`src/rtl/brs_pkg.sv`:
```
package brs_pkg;

    typedef enum logic [2:0] {
        PH_S0 = 3'd0,
        PH_S1 = 3'd1,
        PH_S2 = 3'd2,
        PH_S3 = 3'd3,
        PH_S4 = 3'd4,
        PH_S5 = 3'd5,
        PH_S6 = 3'd6,
        PH_S7 = 3'd7
    } phase_e;

    localparam int unsigned LANE_W = 8;

endpackage

```
`src/rtl/brs_phase_ctr.sv`:
```
module brs_phase_ctr
    import brs_pkg::*;
(
    input  logic   clk,
    input  logic   rst_n,
    input  logic   start,
    output phase_e phase_q,
    output phase_e phase_d
);

    // Idle parks in S0; once started, the counter runs through S7 and wraps.
    always_comb begin
        phase_d = phase_q;
        if (phase_q != PH_S0 || start) begin
            phase_d = phase_e'(3'(phase_q + 3'd1));
        end
    end

    always_ff @(posedge clk or negedge rst_n) begin
        if (!rst_n) begin
            phase_q <= PH_S0;
        end else begin
            phase_q <= phase_d;
        end
    end

endmodule

```
`src/rtl/brs_strobe_gen.sv`:
```
module brs_strobe_gen
    import brs_pkg::*;
#(
    parameter int unsigned LANES = 2
) (
    input  phase_e           phase,
    input  logic [LANES-1:0] sel,
    output logic             addr_oe,
    output logic             as_n,
    output logic [LANES-1:0] ds_n,
    output logic             done
);

    logic strobe_window;

    always_comb begin
        strobe_window = (phase inside {PH_S2, PH_S3, PH_S4, PH_S5, PH_S6});
        addr_oe       = (phase != PH_S0);
        as_n          = !strobe_window;
        done          = (phase == PH_S7);
    end

    for (genvar g = 0; g < LANES; g++) begin : g_lane_strb
        assign ds_n[g] = !(strobe_window && sel[g]);
    end

endmodule

```
`src/rtl/brs_lane_capture.sv`:
```
module brs_lane_capture
    import brs_pkg::*;
#(
    parameter int unsigned DATA_W = 16,
    parameter int unsigned LANES  = DATA_W / LANE_W
) (
    input  logic [DATA_W-1:0] bus_word,
    input  logic [LANES-1:0]  sel,
    output logic [DATA_W-1:0] masked
);

    for (genvar g = 0; g < LANES; g++) begin : g_lane_mask
        assign masked[g*LANE_W +: LANE_W] =
            sel[g] ? bus_word[g*LANE_W +: LANE_W] : '0;
    end

endmodule

```
`src/rtl/bus_read_seq.sv`:
```
module bus_read_seq
    import brs_pkg::*;
#(
    parameter int unsigned ADDR_W = 23,
    parameter int unsigned DATA_W = 16,
    parameter int unsigned LANES  = DATA_W / LANE_W
) (
    input  logic              clk,
    input  logic              rst_n,
    input  logic              req_valid,
    output logic              req_ready,
    input  logic [ADDR_W-1:0] req_addr,
    input  logic [LANES-1:0]  req_sel,
    output logic              rsp_done,
    output logic [DATA_W-1:0] rsp_data,
    output logic [ADDR_W-1:0] bus_addr,
    output logic              bus_addr_oe,
    output logic              bus_as_n,
    output logic [LANES-1:0]  bus_ds_n,
    input  logic [DATA_W-1:0] bus_data
);

    typedef struct packed {
        logic [ADDR_W-1:0] addr;
        logic [LANES-1:0]  sel;
        logic [DATA_W-1:0] data;
        logic              oe;
        logic              as_n;
        logic [LANES-1:0]  ds_n;
        logic              done;
    } regs_t;

    regs_t             r_d, r_q;
    phase_e            ph_q, ph_d;
    logic              accept;
    logic              nx_oe, nx_as_n, nx_done;
    logic [LANES-1:0]  nx_ds_n;
    logic [DATA_W-1:0] lane_word;

    assign accept = req_valid && (ph_q == PH_S0);

    brs_phase_ctr u_phase (
        .clk     (clk),
        .rst_n   (rst_n),
        .start   (accept),
        .phase_q (ph_q),
        .phase_d (ph_d)
    );

    // Strobes are decoded from the next phase and then registered.
    brs_strobe_gen #(.LANES(LANES)) u_strb (
        .phase   (ph_d),
        .sel     (r_d.sel),
        .addr_oe (nx_oe),
        .as_n    (nx_as_n),
        .ds_n    (nx_ds_n),
        .done    (nx_done)
    );

    brs_lane_capture #(.DATA_W(DATA_W), .LANES(LANES)) u_cap (
        .bus_word (bus_data),
        .sel      (r_q.sel),
        .masked   (lane_word)
    );

    always_comb begin
        r_d = r_q;
        if (accept) begin
            r_d.addr = req_addr;
            r_d.sel  = req_sel;
        end
        // The single sampling point is the edge that leaves S6.
        if (ph_q == PH_S6) begin
            r_d.data = lane_word;
        end
        r_d.oe   = nx_oe;
        r_d.as_n = nx_as_n;
        r_d.ds_n = nx_ds_n;
        r_d.done = nx_done;
    end

    always_ff @(posedge clk or negedge rst_n) begin
        if (!rst_n) begin
            r_q      <= '0;
            r_q.as_n <= 1'b1;
            r_q.ds_n <= '1;
        end else begin
            r_q <= r_d;
        end
    end

    assign req_ready   = (ph_q == PH_S0);
    assign rsp_done    = r_q.done;
    assign rsp_data    = r_q.data;
    assign bus_addr_oe = r_q.oe;
    assign bus_addr    = r_q.oe ? r_q.addr : '0;
    assign bus_as_n    = r_q.as_n;
    assign bus_ds_n    = r_q.ds_n;

endmodule

```
`config.mk`:
```
export PLATFORM = sky130hd
export DESIGN_NAME = bus_read_seq
export DESIGN_NICKNAME = d
export VERILOG_FILES = /design/src/rtl/brs_pkg.sv /design/src/rtl/brs_phase_ctr.sv /design/src/rtl/brs_strobe_gen.sv /design/src/rtl/brs_lane_capture.sv /design/src/rtl/bus_read_seq.sv
export SDC_FILE = /design/constraint.sdc
export NUM_CORES = 1
export LEC_CHECK = 0
export BUFFER_PORTS_ARGS = -buffer_cell sky130_fd_sc_hd__buf_2
export CORE_ASPECT_RATIO = 1.75
export CORE_MARGIN = 2
export CORE_UTILIZATION = 48
export DETAILED_ROUTE_END_ITERATION = 6
export GPL_TIMING_DRIVEN = 0
export HOLD_SLACK_MARGIN = 0.06
export PLACE_DENSITY = 0.79
export REMOVE_ABC_BUFFERS = 1
export SYNTH_ARGS = -nofsm -noshare
export SYNTH_HDL_FRONTEND = slang
export SYNTH_SLANG_ARGS = --single-unit
export TNS_END_PERCENT = 10
```
`constraint.sdc`:
```
create_clock -name clk -period 1.78 [get_ports clk]
set_clock_uncertainty 0.2 [all_clocks]
set_input_delay 0.178 -clock clk [delete_from_list [all_inputs] [get_ports clk]]
set_output_delay 0.178 -clock clk [all_outputs]
set_load 0.05 [all_outputs]
```
==> qor.csv <==
stage,metric,value,unit
worst_setup_path,critical_path_required,1400,ps
route,route.detailed.drc,0,
grt,grt_overflow_total,0,
floorplan,placeableCoreArea,4670,µm²
clocking,cts_buffer_depth,2,
finish,antenna_cells_inserted,0,
clocking,insertion_delay,290,ps
worst_setup_path,crit_arrival,1320,ps
grt,maximum_number_of_pins_on_one_net_before_global_route_repair,50,
timing,hold_viol_final,0,
synth,synth.top_cells.by_count,"sky130_fd_sc_hd__dfrtp_1 (46), sky130_fd_sc_hd__nand2_1 (33), sky130_fd_sc_hd__and2_1 (24)",
grt,grt_pass1_vias,1776,
finish,post_route_cells_drive_above_1_share,43.5,%
synth,synth_area_per_cell,11.8,µm²
timing,finalSetupTns,0,ps
worst_setup_path,worst_path_largest_cell_delay,430,ps
floorplan,floorplan.initialDensity,49.6,%
grt,grt_usage,19.7,%
clocking,cts.reportedPaths.clkPinSlew,80,ps
worst_setup_path,critical_path.endpoint_type,primary output,
synth,yosysTopAreaCellShare,49.7,%
finish,layout.nets,358,
clocking,clock-root-buffer,sky130_fd_sc_hd__clkbuf_8,
timing,fmax,0.589,GHz
clocking,clock_tree_from_tritoncts,built,
synth,mappedNetlistArea,2320,µm²
floorplan,std_cell_rows,33,
floorplan,die_w,56.5,µm
route,drt_pass_1_iters,4,
finish,area_growth_syn_to_layout,39.2,%
timing,worst_slew_pin_slew,650,ps
synth,ys_seq_area_share,53.1,%
placed_design,finalWeightedCongestion,0.736,
route,ant_nets,0,
synth,synth_enable_flop_cells,0,
timing,slew_viol_final,0,
route,wirelength,5150,µm
finish,layout.cell_area.non_filler,3220,µm²
synth,ys_seq_elements,49,
worst_setup_path,cell_with_the_largest_stage_delay_on_the_worst_path,sky130_fd_sc_hd__dfrtp_1,
timing,setup_violations,0,
status,run_status,"finished, final reports clean",
worst_setup_path,timing.critical_path.from_type,register,
placed_design,dpl.hpwl,3060,µm
worst_setup_path,cp_num_buf_inv,2,
worst_setup_path,timing.critical_path.cells,inv_2 > ha_4 > and2b_1 > buf_6,
grt,antenna_violations_before_repair,0,
worst_setup_path,crit_type,reg -> out,
clocking,clkSinkCount,49,
synth,yosys.area.top_type,sky130_fd_sc_hd__dfrtp_1,
synth,postSynthCellCount,196,
synth,netlist_top_cells_area,"sky130_fd_sc_hd__dfrtp_1 (50%), sky130_fd_sc_hd__mux2_4 (13%), sky130_fd_sc_hd__and2_1 (6.5%), sky130_fd_sc_hd__buf_4 (5.8%), sky130_fd_sc_hd__nand2_1 (5.3%)",
timing,setup_repair_after_global_routing_missed_its_margin,true,
route,detail_route.wl_per_cell,14.2,µm
worst_setup_path,worst_path_dominant_cell_family,flip-flops,
worst_setup_path,crit_path_max_fanout,5,
clocking,tritoncts.num_buffers,5,
timing,timing.slew.headroom,56.7,%
timing,fin_crit,1700,ps
placed_design,buffer_ports.inserted,88,
job,cap_violations,0,
route,initialDrtViolationCount,31,
synth,synth_async_sr_flop_share,100,%
floorplan,die_area,5420,µm²
synth,yosys.cell_count.top_type,sky130_fd_sc_hd__dfrtp_1,
timing,post-route-period-util,95.5,%
synth,synth_unique_cells,22,
grt,grt_pass1_wl,8150,µm
route,vias_per_cell,4.75,
placed_design,detailed_place.area,2640,µm²
floorplan,floorplan.die.height,95.9,µm
floorplan,floorplan.io_pins,89,
finish,fillerInstances,341,
synth,yosys_most_used_dff,sky130_fd_sc_hd__dfrtp_1,
route,route.vias.total,1720,
clocking,h_tree_depth,2,
hold_path,timing.hold.worst.class,in -> reg,
synth,yosys_warnings,0,
## final cells by class
| cell class | count | area [µm²] | share of cell area [%] |
|---|---|---|---|
| Timing Repair Buffer | 132 | 897 | 27.8 |
| Clock inverter | 3 | 17.5 | 0.543 |
| Sequential cell | 49 | 1230 | 38.3 |
| Inverter | 3 | 11.3 | 0.349 |
| Multi-Input combinational cell | 118 | 931 | 28.9 |
| Tap cell | 52 | 65.1 | 2.02 |
| Clock buffer | 5 | 68.8 | 2.13 |
## cell usage in the layout, fill, tap and decap left out, types with 2 or more instances in the layout
cell type and instances:
sky130_fd_sc_hd__dfrtp_1 45, sky130_fd_sc_hd__nor2b_1 2, sky130_fd_sc_hd__buf_2 86, sky130_fd_sc_hd__clkinv_2 2, sky130_fd_sc_hd__nand2_1 32, sky130_fd_sc_hd__clkbuf_8 5
sky130_fd_sc_hd__mux2_4 20, sky130_fd_sc_hd__o211ai_1 2, sky130_fd_sc_hd__mux2_2 5, sky130_fd_sc_hd__dfstp_2 3, sky130_fd_sc_hd__nand3b_4 2, sky130_fd_sc_hd__and2_1 24
sky130_fd_sc_hd__o21ai_0 17, sky130_fd_sc_hd__nand2b_1 2, sky130_fd_sc_hd__ha_1 4, sky130_fd_sc_hd__dlygate4sd3_1 42, sky130_fd_sc_hd__inv_2 2
## worst paths after layout
path,startpoint,endpoint,slack [ps],cells after the start
min in group asynchronous,rst_n,rsp_data[7]$_DFFE_PN0N_,250,2
worst max-delay path,u_phase.phase_q[0]$_DFF_PN0_,req_ready,80,4
worst min-delay path,req_valid,u_phase.phase_q[0]$_DFF_PN0_,110,3
worst min register to register,rsp_data[15]$_DFFE_PN0N_,rsp_data[15]$_DFFE_PN0N_,280,2
max in group asynchronous,rst_n,bus_addr_oe$_DFF_PN0_,620,2
worst max register to register,u_phase.phase_q[0]$_DFF_PN0_,bus_addr_oe$_DFF_PN0_,80,4
## through the flow
stage               hold WS (ps)  utilization, %  setup WS (ps)  cells
floorplan                   -318               -          -23.5    169
global placement             209            56.5           -230    309
detailed placement           213            56.5           -254    309
CTS                          108            68.8          -36.6    362
global route                 107            69.1          -7.43    362
finish                       107            69.1           81.0    362
## repair_timing
action,4_1_cts,5_1_grt
buffers inserted,2,0
hold buffers,42,0
pin swaps,1,1
endpoints found under the setup margin,68,22
hold endpoints to repair,89,0
resized for setup,6,6
cloned,1,0
## sequential cells by signal, indices dropped and copies added, names as in the netlist
signal / flops
bus_ds_n: 2
rsp_data: 16
rsp_done: 1
r_q: 25
u_phase.phase_q: 3
bus_addr_oe: 1
bus_as_n: 1
## worst register-to-register path, cell delays in order (launching register included)
cell and delay [ps]:
sky130_fd_sc_hd__dfrtp_1 430, sky130_fd_sc_hd__ha_1 230, sky130_fd_sc_hd__nor2b_1 150, sky130_fd_sc_hd__a211o_1 350
sky130_fd_sc_hd__or2_1 220
## logic make-up after synthesis
group,count (synthesis),share of synthesized area [%]
simple gates,65,14.9
flops,49,53.1
buf+inv,30,8.43
mux,25,15.4
compound gates,21,5.08
fa+ha+maj,5,2.70
xor+xnor,1,0.378
## layer usage
layer	global-route usage (%)	share of wire, %
met2	36.9	57
met5	0	0
met3	3.09	3.1
met1	21.5	38
met4	8.53	2.4
Power is not shown: default switching activity piles up to over one toggle a cycle in this logic, so the estimate is an artifact.
